**src/rtl/dma_chan_regs.sv**
```systemverilog
module dma_chan_regs #(
  parameter bit          ETH_WIN = 1'b0,
  parameter int          ADDR_W  = 8,
  parameter int          BYTES_W = 16,
  parameter logic [3:0]  VERSION = 4'hA
) (
  input  logic               clk,
  input  logic               rst_n,
  input  logic [ADDR_W-1:2]  bus_addr,
  input  logic               bus_wr,
  input  logic               bus_rd,
  input  logic [31:0]        bus_wdata,
  output logic [31:0]        bus_rdata,
  input  logic               periph_irq_in,
  output logic               cpu_irq,
  output logic               periph_rst_pulse,
  output logic               dma_en_out,
  input  logic               xfer_done,
  input  logic [BYTES_W-1:0] xfer_bytes
);
  localparam int B_IEN   = 4;
  localparam int B_DRAIN = 6;
  localparam int B_RST   = 7;
  localparam int B_EN    = 9;
  localparam int CTL_LO  = 3;
  localparam int CTL_HI  = 24;

  logic [ADDR_W-1:4]   hi_bits;
  logic                in_win, csr_wr, adr_wr, cnt_wr, bas_wr;
  logic [1:0]          idx;
  logic [31:0]         wval, csr_word, sel_word;
  logic                pend_q, loaded_q;
  logic [CTL_HI:CTL_LO] ctl_q;
  logic [31:0]         adr_q, cnt_q, bas_q;

  assign hi_bits = bus_addr[ADDR_W-1:4];
  assign in_win  = ETH_WIN ? ((hi_bits >> 1) == '0) : 1'b1;
  assign idx     = bus_addr[3:2];
  assign csr_wr  = bus_wr && in_win && idx == 2'd0;
  assign adr_wr  = bus_wr && in_win && idx == 2'd1;
  assign cnt_wr  = bus_wr && in_win && idx == 2'd2;
  assign bas_wr  = bus_wr && in_win && idx == 2'd3;

  always_comb begin
    wval = bus_wdata;
    if (!wval[B_RST]) begin
      if (wval[B_DRAIN]) wval[B_DRAIN] = 1'b0;
      else if (wval == 32'd0) wval[B_DRAIN] = 1'b1;
    end
  end

  assign csr_word = {VERSION, 1'b0, loaded_q, 1'b0, ctl_q, 2'b00, pend_q};

  always_comb begin
    case (idx)
      2'd0:    sel_word = csr_word;
      2'd1:    sel_word = adr_q;
      2'd2:    sel_word = cnt_q;
      default: sel_word = bas_q;
    endcase
  end

  always_ff @(posedge clk or negedge rst_n) begin
    if (!rst_n) begin
      pend_q           <= 1'b0;
      loaded_q         <= 1'b0;
      ctl_q            <= '0;
      adr_q            <= '0;
      cnt_q            <= '0;
      bas_q            <= '0;
      bus_rdata        <= '0;
      periph_rst_pulse <= 1'b0;
    end else begin
      pend_q           <= periph_irq_in;
      periph_rst_pulse <= csr_wr && bus_wdata[B_RST];
      if (csr_wr) ctl_q <= wval[CTL_HI:CTL_LO];
      if (adr_wr) begin
        adr_q    <= bus_wdata;
        loaded_q <= 1'b1;
      end else if (!ETH_WIN && xfer_done) begin
        adr_q <= adr_q + 32'(xfer_bytes);
      end
      if (cnt_wr) cnt_q <= bus_wdata;
      if (bas_wr) bas_q <= bus_wdata;
      if (bus_rd) bus_rdata <= in_win ? sel_word : 32'd0;
    end
  end

  assign cpu_irq    = pend_q & ctl_q[B_IEN];
  assign dma_en_out = ctl_q[B_EN];
endmodule


```
**config.mk**
```make
export PLATFORM = sky130hd
export DESIGN_NAME = dma_chan_regs
export DESIGN_NICKNAME = d
export VERILOG_FILES = /design/src/rtl/dma_chan_regs.sv
export SDC_FILE = /design/constraint.sdc
export NUM_CORES = 1
export LEC_CHECK = 0
export ABC_AREA = 0
export BUFFER_PORTS_ARGS = -buffer_cell sky130_fd_sc_hd__buf_2
export CAP_MARGIN = 20
export CORE_AREA = 2 2 122 124
export DETAILED_ROUTE_END_ITERATION = 8
export DIE_AREA = 0 0 124 126
export PLACE_DENSITY = 0.86
export SETUP_SLACK_MARGIN = 0.05
export SYNTH_ARGS = -nofsm -noshare
export SYNTH_HDL_FRONTEND = slang
export SYNTH_SLANG_ARGS = --single-unit
export TNS_END_PERCENT = 5
```
**constraint.sdc**
```tcl
create_clock -name clk -period 4.6 [get_ports clk]
set_input_delay 0.92 -clock clk [delete_from_list [all_inputs] [get_ports clk]]
set_output_delay 0.92 -clock clk [all_outputs]
set_load 0.01 [all_outputs]
```
* Yosys cells after proc, flatten, opt, wreduce, memory -nomap -nowiden
Index checks and enable logic that the tools add are counted. W data, S select, Z words.
Storage, ports and cells: register bits after elaboration 153, input port bits 60, word-level logic and storage cells 27, output and inout bits 35
Cells by class: add/sub/neg operators 1, reductions and logical operators 8, bitwise operators 1, muxes and demuxes 6, eq/ne operators 3
Operators by type and width (number):
- $pmux W32 S3 | 1
- $mux W32 | 2
- $add A32 B16 Y32 | 1
- $logic_not A32 Y1 | 1
- $logic_and A1 B1 Y1 | 5
- $eq A2 B2 Y1 const B | 2
- $mux W1 | 3
- $eq A2 B1 Y1 const B | 1
- $logic_not A2 Y1 | 1
- $reduce_bool A2 Y1 | 1
- $and A1 B1 Y1 | 1

* Longest topological paths before layout
Gate-level depths: netlist of the first run.
word-level depth 4, mapped depth 10, depth with buffers taken out 9

* Worst setup path after synthesis of the first run
Ideal clock, no wire load.
path kind input port to flip-flop, start input port xfer_bytes[10], end register adr_q[31], cell stages on the path 10, setup time 82 ps, required time 4518 ps, path buffers 2, path slack 1713 ps, arrival 2805 ps, cell sequence ha_1 -> buf_4 -> and3_1 -> nand4_1 -> a31o_1 -> and2_4 -> buf_6 -> a21o_1 -> or4_1 -> a31oi_1
Between the ends: word-level cells in the longest chain between the ends 3
RTL lines:
- start, declared | line 19 | input logic [BYTES_W-1:0] xfer_bytes
- $add A32 B16 Y32 | line 81 | adr_q <= adr_q + 32'(xfer_bytes);
- $mux W32 | line 80 | end else if (!ETH_WIN && xfer_done) begin
- $mux W32 | line 77 | if (adr_wr) begin
- end signal, assigned | line 78 | adr_q <= bus_wdata;
- end signal, assigned | line 81
- end, declared | line 34 | logic [31:0] adr_q, cnt_q, bas_q;
No other way between the ends. The select of a mux whose other input is x is not followed. A chain may end at the register's enable or synchronous reset.

* Worst setup path in the final report of the first run
start input port xfer_bytes[0], end register adr_q[26]
The elaborated chain is that of the path after synthesis.

==> metrics.md, run 1 <==
| Metric | Value |
|---|---|
| Status | `finished, final reports clean` |
| Peak supply drop | `0.299 mV` |
| Layout cells sized above 1 | `37.3%` |
| Top-count cell post-synth | `dfrtp_1` |
| Final cell utilization of the core | `62.2%` |
| Critical-path maximum fanout | `8` |
| Placed cell area | `8350 µm²` |
| Initial antenna violation count | `0` |
| Synth Flop Type | `dfrtp_1` |
| Crit path buf inv count | `1` |
| Slew Limit Headroom | `35.3%` |
| Setup TNS | `0 ns` |
| Slowest stage delay, CP | `0.49 ns` |
| Post-route ant nets | `0` |
| Slew Viols, Final | `0` |
| Final Instance Area | `8910 µm²` |
| Core area | `14300 µm²` |
| Cell count after placement | `884` |
| Crit. End Element | `flip-flop` |
| First-pass GRT wire length | `29800 µm` |
| Period utilization | `62.1%` |
| Cell taking the most area after synthesis | `dfrtp_1` |
| Register area share after synthesis | `49.4%` |
| Die Y | `126 µm` |
| Syn Area/Cell | `12.1 µm²` |
| Critical Path AT | `3.13 ns` |
| YS warnings | `0` |
| Pleak | `3.80 nW` |
| Cts repair resizes | `0` |
| Hold_buf cts | `0` |
| Power Total | `4.75 mW` |
| Placer Congestion | `0.918` |
| Async S/R FF share, synth | `100%` |
| CP Launch Type | `input pin` |
| Synth cell types | `53` |
| Post-CTS setup buffer count | `0` |
| Final net count | `796` |
| DPL Wire Length | `12500 µm` |
| # IOs | `95` |
| Slowest cell on crit path | `a311oi_1` |
| Via/cell ratio | `6.23` |
| ANT cells | `0` |
| PortBufs | `90` |
| WHS | `0.486 ns` |
| # rows | `44` |
| Synth Instances | `638` |
| Pin count of the biggest net entering global routing | `94` |
| #FFs+latches synth | `153` |
| CP Cell Sequence | `buf_2, ha_1, fa_1, a21oi_1, o22a_1, a21oi_2, nand4_1, a311oi_1, xnor2_1, a21oi_1` |
| Total Wirelength | `18300 µm` |
| Clk pin slew, worst setup/hold paths | `0.06 ns` |
| Fmax | `350 MHz` |
| # DRC | `0` |
| Clock Sink Count | `153` |
| Worst-skew pair later-pin latency | `0.43 ns` |
| Drt first pass iters | `5` |
| Synth top area share | `49.4%` |
| MaxCap Viol Count | `0` |
| Worst path required time | `4.87 ns` |
| Total die area | `15600 µm²` |
| Min Tclk post-route | `2.86 ns` |
| Worst slew pin tran | `0.971 ns` |
| Final setup viols | `0` |
| Setup ws final | `1.74 ns` |
| EDFF count, synth | `0` |
| Effective utilization at floorplan | `54.1%` |
| Synth top cells by count | `dfrtp_1 (153), mux2_2 (116), a21oi_1 (38)` |
| Pwr dens | `533 nW/µm²` |
| Pre-CTS WS | `1.36 ns` |
| Grt total ovfl | `0` |
| Area grow syn2layout | `15.1%` |
| CTS tree | `yes` |
| Syn_nets | `715` |
| Fillcell total | `1079` |
| Non-Filler Instances | `916` |
| Mapped Area | `7740 µm²` |
| CP top delay family | `compound AO/OA/AOI/OAI gates` |
| Root Buffer | `clkbuf_16` |
| Top area cells in the synthesized netlist | `dfrtp_1 (49%), mux2_2 (17%), mux4_2 (7.0%)` |
| Hold Crit Class | `reg2reg` |
| DR WL/cell | `20.0 µm` |
| Endpoints failing hold | `0` |
| DR iter-0 viols | `525` |
| CTS Buf Count | `17` |
| Depth of the CTS H-tree | `4` |
| Kind of critical path | `in2reg` |
| Global Route Usage Sum | `25.0%` |
| CP dominant cell by count | `a21oi_1` |
| Vias in the first global route | `5727` |
| Via count | `5703` |
| RSZ-0062 raised after global routing | `false` |
| Clk_skew | `0.00879 ns` |
| Maximum clock insertion buffer count | `2` |
| Die W | `124 µm` |
==> cells by family after synthesis <==
group,synth area share [%]
DFF,49.4
xor gates and xnor gates,2.71
and+or+nand+nor,8.43
muxes,24.9
adders and majority gates,2.84
buffers and inverters,2.42
AOI/OAI and AO/OA,9.26
==> final timing paths <==
kind                                       from                    end  slack [ns]  cells past startpoint
min in group asynchronous                 rst_n   bas_q[2]$_DFFE_PN0P_        0.56                      1
max reg2reg                adr_q[4]$_DFFE_PN0P_  adr_q[26]$_DFFE_PN0P_        1.92                      8
max                               xfer_bytes[0]  adr_q[26]$_DFFE_PN0P_        1.74                     10
max in group asynchronous                 rst_n  ctl_q[14]$_DFFE_PN0P_        3.06                      2
min reg2reg                loaded_q$_DFFE_PN0P_   loaded_q$_DFFE_PN0P_        0.49                      1
min                        loaded_q$_DFFE_PN0P_   loaded_q$_DFFE_PN0P_        0.49                      1
==> state kept, by name, indices dropped and copies added, names as in the netlist <==
name              count
periph_rst_pulse      1
loaded_q              1
ctl_q                22
adr_q                32
bas_q                32
bus_rdata            32
cnt_q                32
pend_q                1
==> layer usage <==
layer	global-route usage, %	share of wire [%]	vias to the layer above
li1	-	-	2532
met1	32.7	41	2882
met2	40.8	50	250
met3	6.25	7.1	39
met4	8.66	1.9	0
met5	0	0	-
==> placed cells by master, fill, tap and decap left out, drive strengths merged, types with 2 or more instances in the layout <==
master / netlist / routed
nand2b: 3 / 3
nand2: 35 / 35
dfrtp: 153 / 153
o21a: 2 / 2
xor2: 6 / 6
a31oi: 12 / 12
a22oi: 6 / 6
o211ai: 4 / 4
nand4: 13 / 13
a21o: 5 / 5
nor2b: 2 / 2
o21ai: 26 / 26
or2: 3 / 3
clkinvlp: 0 / 3
clkinv: 1 / 5
mux4: 24 / 24
nor3: 6 / 6
xnor2: 18 / 18
ha: 16 / 16
inv: 8 / 9
a311oi: 6 / 6
and2: 5 / 5
a21oi: 39 / 39
or3: 3 / 3
clkbuf: 22 / 23
and3: 4 / 4
nor2: 36 / 36
or4: 3 / 3
a211oi: 2 / 2
nand3: 9 / 9
mux2: 116 / 116
o31ai: 3 / 3
o21bai: 3 / 3
mux2i: 8 / 8
buf: 15 / 99
nor4: 9 / 9
==> worst reg2reg max path: stages (launching register included) <==
cell and delay [ns]:
dfrtp_1 0.41, ha_1 0.38, a21oi_1 0.13, o22a_1 0.24
a21oi_2 0.24, nand4_1 0.37, a311oi_1 0.49, xnor2_1 0.17
a21oi_1 0.10
==> area by class of cell <==
class | instances | area (µm²) | share of cell area [%]
inverter | 9 | 33.8 | 0.379
tap | 184 | 230 | 2.58
clock buffer | 23 | 468 | 5.25
sequential | 153 | 3830 | 43.0
multi-input combinational | 439 | 3730 | 41.9
timing repair buffer | 99 | 524 | 5.88
clock inverter | 9 | 92.6 | 1.04
==> power by group <==
part / switching [mW] / internal (mW) / leakage, nW
clock network: 0.548 / 0.775 / 0.264
logic: 0.757 / 0.733 / 1.74
registers: 0.250 / 1.68 / 1.80
total: 1.56 / 3.19 / 3.80
No activity file was read; power rests on OpenSTA's default activity.
==> run 2: changes to the inputs <==
==> constraint.sdc (replaced) <==
create_clock -name clk -period 2.9 [get_ports clk]
set_input_delay 0.58 -clock clk [delete_from_list [all_inputs] [get_ports clk]]
set_output_delay 0.58 -clock clk [all_outputs]
set_load 0.01 [all_outputs]
==> metrics.md, run 2 (synthesis results as in run 1) <==
| Metric | Value |
|---|---|
| P_sw | `2.53 mW (+63%)` |
| First-pass GRT wire length | `31100 µm (+4.3%)` |
| Fmax | `380 MHz` |
| CTS tree | `yes` |
| Commonest non-fill, non-tap cells in the layout | `dfrtp_1 (153), mux2_2 (116), buf_2 (89), a21oi_1 (38), nor2_1 (36)` |
| Peak supply drop | `0.487 mV (+63%)` |
| Die W | `124 µm (unchanged)` |
| Kind of critical path | `reg2reg` |
| Effective utilization at floorplan | `54.1% (unchanged)` |
| Worst-skew pair later-pin latency | `0.43 ns (about the same)` |
| Placed cell area | `8470 µm² (+1.5%)` |
| Placer Congestion | `0.924 (+0.61%)` |
| Slew Limit Headroom | `39.9% (+4.6 points)` |
| Pint | `5.27 mW (+65%)` |
| ANT cells | `0 (unchanged)` |
| Post-CTS setup buffer count | `0 (unchanged)` |
| Min Tclk post-route | `2.63 ns` |
| Depth of the CTS H-tree | `4 (unchanged)` |
| Comb pwr share | `31.8% (+0.4 points)` |
| Critical Path AT | `2.94 ns (-0.19 ns)` |
| Maximum clock insertion buffer count | `2 (unchanged)` |
| Endpoints failing hold | `0 (unchanged)` |
| Pleak | `3.90 nW (+2.5%)` |
| PortBufs | `90 (unchanged)` |
| Setup TNS | `0 ns (unchanged)` |
| Vias in the first global route | `6119 (+6.8%)` |
| Final net count | `806 (+1.3%)` |
| Slowest stage delay, CP | `0.49 ns (about the same)` |
| R2r setup slk | `0.27 ns (-1.65 ns)` |
| Final Instance Area | `9070 µm² (+1.8%)` |
| Global Route Usage Sum | `26.2% (+1.2 points)` |
| Worst-case reg-to-reg path depth | `9 (+1)` |
| # IOs | `95 (unchanged)` |
| CP Cell Sequence | `ha_1, fa_1, a21oi_1, o22a_1, a21oi_2, nand4_1, a311oi_1, xnor2_1, a21oi_1` |
| R2r startpoint | `adr_q[0]$_DFFE_PN0P_` |
| Total die area | `15600 µm² (unchanged)` |
| Cts repair resizes | `0 (unchanged)` |
| Hold_buf cts | `0 (unchanged)` |
| Slew Viols, Final | `0 (unchanged)` |
| Post-route ant nets | `0 (unchanged)` |
| Area grow syn2layout | `17.1%` |
| Final setup viols | `0 (unchanged)` |
| Switching share of power | `32.5% (-0.28 points)` |
| Commonest non-fill, non-tap cell in the layout | `dfrtp_1` |
| Die Y | `126 µm (unchanged)` |
| RSZ-0062 raised after global routing | `false` |
| Slowest cell on crit path | `a311oi_1` |
| DR iter-0 viols | `435 (-17%)` |
| Pin count of the biggest net entering global routing | `74 (-21%)` |
| Drt first pass iters | `5 (unchanged)` |
| Clk pin slew, worst setup/hold paths | `0.06 ns (about the same)` |
| Worst slew pin tran | `0.901 ns (-0.0692 ns)` |
| Clock Sink Count | `153 (unchanged)` |
| Critical Path Start | `adr_q[0]$_DFFE_PN0P_` |
| Core area | `14300 µm² (unchanged)` |
| Clk pwr share | `28.9% (+1.0 points)` |
| # DRC | `0 (unchanged)` |
| Layout cells sized above 1 | `38.1% (+0.85 points)` |
| Via count | `5788 (+1.5%)` |
| CP Launch Type | `flip-flop` |
| Cell count after placement | `894 (+1.1%)` |
| Period utilization | `90.7%` |
| Status | `finished, final reports clean` |
| Seq pwr share | `39.3% (-1.4 points)` |
| Clk_skew | `0.00973 ns (+0.000942 ns)` |
| Non-Filler Instances | `926 (+1.1%)` |
| Grt total ovfl | `0 (unchanged)` |
| DPL Wire Length | `13200 µm (+5.7%)` |
| Crit. End Element | `flip-flop` |
| CTS Buf Count | `17 (unchanged)` |
| Critical-path maximum fanout | `8 (unchanged)` |
| Hold Crit Class | `in2async` |
| CP dominant cell by count | `a21oi_1` |
| Root Buffer | `clkbuf_16` |
| DR WL/cell | `20.6 µm (+3.4%)` |
| # rows | `44 (unchanged)` |
| Worst path required time | `3.21 ns (-1.66 ns)` |
| Total Wirelength | `19100 µm (+4.5%)` |
| Fillcell total | `1062 (-1.6%)` |
| Initial antenna violation count | `0 (unchanged)` |
| Pwr dens | `860 nW/µm² (+61%)` |
| MaxCap Viol Count | `0 (unchanged)` |
| Via/cell ratio | `6.25 (+0.39%)` |
[run 2: cell types whose count changed in the layout (fill, tap and decap cells not counted), sizes merged]
cell,before,now
buf,99,109
bufinv,1,3
clkbuf,23,22
clkinv,5,6
clkinvlp,3,1
[run 2: layout make-up]
cell class / instances / area [µm²] / area share [%]
sequential: 153 / 3830 / 42.2
multi-input combinational: 439 / 3730 / 41.1
inverter: 9 / 33.8 / 0.372
timing repair buffer: 109 / 649 / 7.16
clock inverter: 10 / 143 / 1.57
clock buffer: 22 / 454 / 5.01
tap: 184 / 230 / 2.54
[run 2: critical path: cells and delay by family (launching register included)]
family                     cells  cell delay (ns)
AOI/OAI and AO/OA              5             1.16
xor gates and xnor gates       1             0.17
adders and majority gates      2             0.45
DFF                            1             0.37
and+or+nand+nor                1             0.36
[run 2: layer usage]
layer / global-route usage, % / share of wire (%)
met5: 0 / 0
met2: 42.2 / 50
met3: 5.39 / 7.3
met4: 12.0 / 3.3
met1: 34.1 / 40
[run 2: worst paths after layout]
check | end
max | adr_q[22]$_DFFE_PN0P_
max reg2reg | adr_q[22]$_DFFE_PN0P_
min reg2reg | loaded_q$_DFFE_PN0P_
max in group asynchronous | ctl_q[11]$_DFFE_PN0P_
min in group clk | pend_q$_DFF_PN0_
min | pend_q$_DFF_PN0_
[run 2: power by group through the flow]
| stage | clock network [mW] | logic [mW] | registers (mW) |
|---|---|---|---|
| 6_report | 2.25 | 2.48 | 3.07 |
| 3_5_place_dp | 0 | 2.42 | 3.10 |
| 4_1_cts | 2.28 | 2.47 | 3.06 |
| 2_1_floorplan | 0 | 1.72 | 3.02 |
| 5_1_grt | 2.36 | 2.71 | 3.14 |
| 3_3_place_gp | 0 | 2.31 | 3.05 |
[run 2: metrics by stage]
stage / setup slack (ns) / hold slack (ns) / utilization [%] / power, mW
2_1_floorplan: 0.353 / 0.284 / - / 4.75
3_3_place_gp: 0.141 / 0.449 / 59.2 / 5.36
3_5_place_dp: 0.0113 / 0.453 / 59.2 / 5.52
4_1_cts: 0.297 / 0.189 / 63.4 / 7.81
5_1_grt: 0.131 / 0.232 / 63.4 / 8.21
6_report: 0.268 / 0.167 / 63.4 / 7.80
